==> src/rtl/dbg_watch.sv <==
module dbg_watch #(
  parameter int AW       = 32,
  parameter int NUM_WP   = 2,
  parameter int NUM_IBRK = 2,
  parameter int FIELD_W  = 6,
  parameter int LD_BIT   = 30,
  parameter int ST_BIT   = 31,
  localparam int IDX_W   = (NUM_WP > 1) ? $clog2(NUM_WP) : 1
) (
  input  logic             clk,
  input  logic             rst,
  input  logic             wr_en,
  input  logic [1:0]       wr_sel,
  input  logic [IDX_W-1:0] wr_idx,
  input  logic [AW-1:0]    wr_data,
  input  logic             acc_valid,
  input  logic [AW-1:0]    acc_addr,
  input  logic             acc_store,
  output logic             hit,
  output logic [IDX_W-1:0] hit_idx,
  output logic [AW-1:0]    ibrk_en
);

  localparam logic [1:0] SEL_ADDR = 2'd0;
  localparam logic [1:0] SEL_CTRL = 2'd1;
  localparam logic [1:0] SEL_IBRK = 2'd2;

  logic [AW-1:0]      wp_addr  [NUM_WP];
  logic [FIELD_W-1:0] wp_field [NUM_WP];
  logic               wp_ld    [NUM_WP];
  logic               wp_st    [NUM_WP];
  logic [NUM_IBRK-1:0] ien_q;
  logic [NUM_WP-1:0]  cand;

  always_ff @(posedge clk) begin
    if (rst) begin
      for (int i = 0; i < NUM_WP; i++) begin
        wp_addr[i]  <= '0;
        wp_field[i] <= '0;
        wp_ld[i]    <= 1'b0;
        wp_st[i]    <= 1'b0;
      end
      ien_q <= '0;
    end else if (wr_en) begin
      for (int i = 0; i < NUM_WP; i++) begin
        if (wr_idx == IDX_W'(i)) begin
          if (wr_sel == SEL_ADDR) wp_addr[i] <= wr_data;
          if (wr_sel == SEL_CTRL) begin
            wp_field[i] <= wr_data[FIELD_W-1:0];
            wp_ld[i]    <= wr_data[LD_BIT];
            wp_st[i]    <= wr_data[ST_BIT];
          end
        end
      end
      if (wr_sel == SEL_IBRK) ien_q <= wr_data[NUM_IBRK-1:0];
    end
  end

  for (genvar g = 0; g < NUM_WP; g++) begin : g_wp
    logic [FIELD_W-1:0] kept;
    logic [AW-1:0]      mask;
    for (genvar b = 0; b < FIELD_W; b++) begin : g_bit
      assign kept[b] = &wp_field[g][FIELD_W-1:b];
    end
    assign mask    = {{(AW-FIELD_W){1'b1}}, kept};
    assign cand[g] = acc_valid && (acc_store ? wp_st[g] : wp_ld[g]) &&
                     (((acc_addr ^ wp_addr[g]) & mask) == '0);
  end

  always_comb begin
    hit     = 1'b0;
    hit_idx = '0;
    for (int i = NUM_WP - 1; i >= 0; i--) begin
      if (cand[i]) begin
        hit     = 1'b1;
        hit_idx = IDX_W'(i);
      end
    end
  end

  assign ibrk_en = AW'(ien_q);

  p_idle_no_hit_r8: assert property (@(posedge clk) disable iff (rst)
    !acc_valid |-> !hit);

  p_dir_enabled_r5: assert property (@(posedge clk) disable iff (rst)
    hit |-> (acc_store ? wp_st[hit_idx] : wp_ld[hit_idx]));

  p_upper_match_r11: assert property (@(posedge clk) disable iff (rst)
    hit |-> (acc_addr[AW-1:FIELD_W] == wp_addr[hit_idx][AW-1:FIELD_W]));

  p_ien_trunc_r10: assert property (@(posedge clk) disable iff (rst)
    (wr_en && wr_sel == SEL_IBRK) |=>
      (ibrk_en == AW'($past(wr_data[NUM_IBRK-1:0]))));

  p_lowest_idx_r7: assert property (@(posedge clk) disable iff (rst)
    (hit && hit_idx != '0) |-> !cand[0]);

endmodule

==> config.mk <==
export PLATFORM = sky130hd
export DESIGN_NAME = dbg_watch
export DESIGN_NICKNAME = d
export VERILOG_FILES = /design/src/rtl/dbg_watch.sv
export SDC_FILE = /design/constraint.sdc
export NUM_CORES = 1
export LEC_CHECK = 0
export ABC_AREA = 1
export BUFFER_PORTS_ARGS = -buffer_cell sky130_fd_sc_hd__buf_2
export CAP_MARGIN = 20
export CORE_MARGIN = 1.5
export CORE_UTILIZATION = 48
export CTS_CLUSTER_SIZE = 12
export DETAILED_ROUTE_END_ITERATION = 10
export PLACE_DENSITY = 0.76
export SLEW_MARGIN = 20
export SYNTH_ARGS = -nofsm -noshare
export SYNTH_HDL_FRONTEND = slang
export SYNTH_SLANG_ARGS = --single-unit
==> constraint.sdc <==
create_clock -name clk -period 1.7 [get_ports clk]
set_input_delay 0.425 -clock clk [delete_from_list [all_inputs] [get_ports clk]]
set_output_delay 0.425 -clock clk [all_outputs]
set_load 0.02 [all_outputs]
# Word level (Yosys, flattened, before mapping)
# Memory sizes are Yosys's and may differ from the RTL's.
# Cells that the tools add are included.
# classes
mul,0
n_lt_le_gt_ge,0
n_mux,33
bitwise,12
div,0
shifts,0
add_sub_neg,0
n_eq_ne,2
n_reduce_logical,18
# op_table
operator,count
32-bit bitwise AND,2
32-bit zero test,2
32-bit two-way mux,2
32-bit bitwise XOR,2
1-bit two-way mux,29
6-bit two-way mux,2
6-bit AND reduction,2
5-bit AND reduction,2
1-bit OR,8
4-bit AND reduction,2
2-bit AND reduction,3
3-bit AND reduction,2
1-bit logical AND,4
"2-bit by 1-bit == test with 1-bit output, second input constant",1
"2-bit == test, second input constant",1
2-bit zero test,1
# word_totals
ram_bits,80
input_bits,72
latchBits,0
register_bits,2
mem_bits_ro,0
word_cells,70
n_memories,4
# mem_list
memory,words,width,read_ports,rd_clocked_by_memory_dff,wr,line,text
wp_addr,2,32,2,0,2,28,logic [AW-1:0] wp_addr [NUM_WP];
wp_field,2,6,2,0,2,29,logic [FIELD_W-1:0] wp_field [NUM_WP];
wp_ld,2,1,2,0,2,30,logic wp_ld [NUM_WP];
wp_st,2,1,2,0,2,31,logic wp_st [NUM_WP];

# Longest topological paths before layout
# depth
depth_word,7
depth_mapped,10
mapped_depth_nobuf,10

# Worst setup path after synthesis
# OpenSTA, ideal clock, no wires.
# synth_timing
path_type,input to register
from,in wr_sel[1]
to,mem wp_addr[0][0] (enable)
arrival_time_ps,1360
required_ps,1311
setup_slack_ps,-49
stages,3
cell_sequence,nor2_1 > nand3_1 > nand2_1
# synth_rtl
element,line,text
from (decl),13,"input logic [1:0] wr_sel,"
to (decl),28,

==> out/qor.yml <==
htreeDepth: 3
min_delay_path_depth: 3
seqPwrFrac_pct: 55.8
placeableCoreArea_um2: 8721
globalRoute.totalOverflow: 0
grt_pass1_wl_um: 14900
die_x_um: 97.90
ant_nets: 0
slowest_stage: "edfxtp_1"
tns_ns: -0.8289
crit_path_start_kind: "flop"
rsz0062_at_grt: "yes"
placedCellCount: 700
grt_max_degree: 33
gp_congestion: 0.8286
clock-sinks: 82
hold_start: "wr_data[0]"
crit_arrival_ns: 1.70
reg2reg_from: "ien_q[0]$_SDFFE_PP0P_"
crit_type: "reg -> out"
hold_violations: 0
die_h_um: 97.90
cpLargestDelayFamily: "simple AND/OR/NAND/NOR gates"
p_int_w: 0.003245
leakage_nw: 2.538
min_period_ns: 2.125
numCtsBuffers: 9
critPathCaptureType: "output pin"
drt_iter0_markers: 248
fillers: 772
fin_nets: 675
ir_drop_mv: 0.3669
synthTopCellsByArea: "edfxtp_1 56%, nand2_1 12%, inv_1 8.6%"
timing.final.crit_share_pct: 125.0
max_freq_mhz: 470.7
placed_area_um2: 4792
vias: 3359
track_usage_pct: 19.88
setup_viol: 2
finalPower_w: 0.004348
ys_ff_latch: 82
min_to: "ien_q[0]$_SDFFE_PP0P_"
worst_path_largest_cell_delay_ns: 0.40
worstSkewPairLatency_ns: 0.35
crit_chain: "nand2_1 > o21ai_1 > inv_1 > nand3_2 > nor2_2 > nand2_1 > nor2_2 > nand2_2 > nor2_1 > buf_4"
worstPathMaxFanout: 2
finClkSkew_ns: 0
pre_cts_ws_ns: -0.2516
yosys.area.top_type_share_pct: 55.57
setup_ws_ns: -0.4246
initial_core_util_pct: 49.57
stdcell_area_um2: 5010
cts_setup_buffers: 0
critPathBufInv: 2
synth_cell_types: 22
timing.rr.end: "ien_q[0]$_SDFFE_PP0P_"
portBuffers: 75
swShare_pct: 25.36
min_path_type: "in -> reg"
dr.pass1.iters: 5
outcome: "finished with violations"
rows: 34
area_growth_pct: 15.89
yosysWarnings: 0
layout-drive-gt1-share_pct: 18.59
power_frac_clock_pct: 30.8
reg2reg_setup_slack_ns: 1.04
drv_slew: 0
ios: 106
grt_pass1_vias: 3317
cts-root-buf: "clkbuf_8"
cts_buffer_depth: 2
cts_tree: "done"
path_clk_slew_ns: 0.07
power.share.combinational_pct: 13.4
synthCells: 514
diodes: 0
final_common_cell: "nand2_1"
reg2reg_depth: 2
instances_no_fill: 716
antenna_found_initial: 1
viasPerCell: 4.691
dp_hpwl_um: 6834
wl_per_cell_um: 12.67
violations: "setup timing"
drc: 0
required_ns: 1.27
avgSynthCellArea_um2: 8.410
power_per_cell_area_nw_per_um2: 867.8
switchingPower_w: 0.001102
dieArea_um2: 9584
netlist_area_um2: 4323
final_cell_mix: "137 x nand2_1, 99 x inv_1, 85 x nor2_1, 80 x edfxtp_1, 73 x buf_2"
maxCapViolCount: 0
synth_top_area_cell: "edfxtp_1"
ys_seq_area_share_pct: 56.50
finalWirelength_um: 9074
postCtsHoldBufs: 0
## kinds of logic after synthesis
| family | synth area share, % |
|---|---|
| DFF | 56.50 |
| buffers and inverters | 14.50 |
| AOI/OAI and AO/OA | 3.068 |
| and+or+nand+nor | 23.42 |
| other | 0.08675 |
| xor gates and xnor gates | 2.431 |
## worst max-delay path by stage
stage                                   startpoint                       to  slack [ns]  depth (start not counted)
final                     wp_addr[0][47]$_DFFE_PP_                  hit_idx       -0.42                         10
after detailed placement              acc_addr[24]                      hit       -0.25                         13
after global routing      wp_addr[0][47]$_DFFE_PP_                  hit_idx       -0.54                         10
after CTS                 wp_addr[0][37]$_DFFE_PP_                  hit_idx       -0.41                          9
after global placement                 acc_addr[5]                  hit_idx       -0.25                         10
after floorplan                          wr_sel[1]  wp_addr[0][0]$_DFFE_PP_       -0.05                          3
## layout make-up
| type | instances | area [um^2] | area share [%] |
|---|---|---|---|
| clock inverter | 3 | 40.04 | 0.7992 |
| timing repair buffer | 82 | 474.2 | 9.466 |
| sequential | 82 | 2442 | 48.75 |
| multi-input combinational | 325 | 1393 | 27.80 |
| tap | 108 | 135.1 | 2.697 |
| inverter | 103 | 386.6 | 7.717 |
| clock buffer | 13 | 138.9 | 2.772 |
## flip-flops by register name, indices dropped and copies added, names as in the netlist
register  count
ien_q         2
wp_addr      64
wp_field     12
wp_ld         2
wp_st         2
## stage by stage
step | hold WS, ns | util [%]
floorplan | 0.5929 | -
global placement | 0.5182 | 54.95
detailed placement | 0.5284 | 54.95
CTS | 0.3496 | 57.30
global route | 0.3650 | 57.45
finish | 0.3537 | 57.45
## synth_stat cells, drive strengths merged
library cell / instances
nand3: 18
conb: 1
or2: 7
o21bai: 1
edfxtp: 80
o21ai: 23
nor2: 91
a21oi: 2
clkinv: 1
nand2: 141
dfxtp: 2
xnor2: 5
xor2: 7
inv: 102
buf: 33
## repair_timing
item	in CTS	in global routing
endpoints found under the setup margin	2	2
resized for setup	8	5
pin swaps	1	1
## power by group through the flow
stage          Clock (W)  Sequential, W  Combinational [W]
6_report         0.00134        0.00243           0.000581
5_1_grt          0.00141        0.00244           0.000656
2_1_floorplan          0        0.00246           0.000395
4_1_cts          0.00135        0.00243           0.000576
3_5_place_dp           0        0.00247           0.000567
3_3_place_gp           0        0.00246           0.000555
## per-layer routing
layer	up-vias	part of all wire, %	track usage, %
li1	1688	-	-
met1	1516	43	24.46
met2	135	48	34.16
met3	18	6.3	3.579
met4	2	2.1	8.901
met5	-	0.13	0
## worst register-to-register path: stages, from the launching register on
cell     delay (ns)
dfxtp_1        0.32
o21ai_0        0.18
a21oi_1        0.06
(Power assumes the default switching activity.)
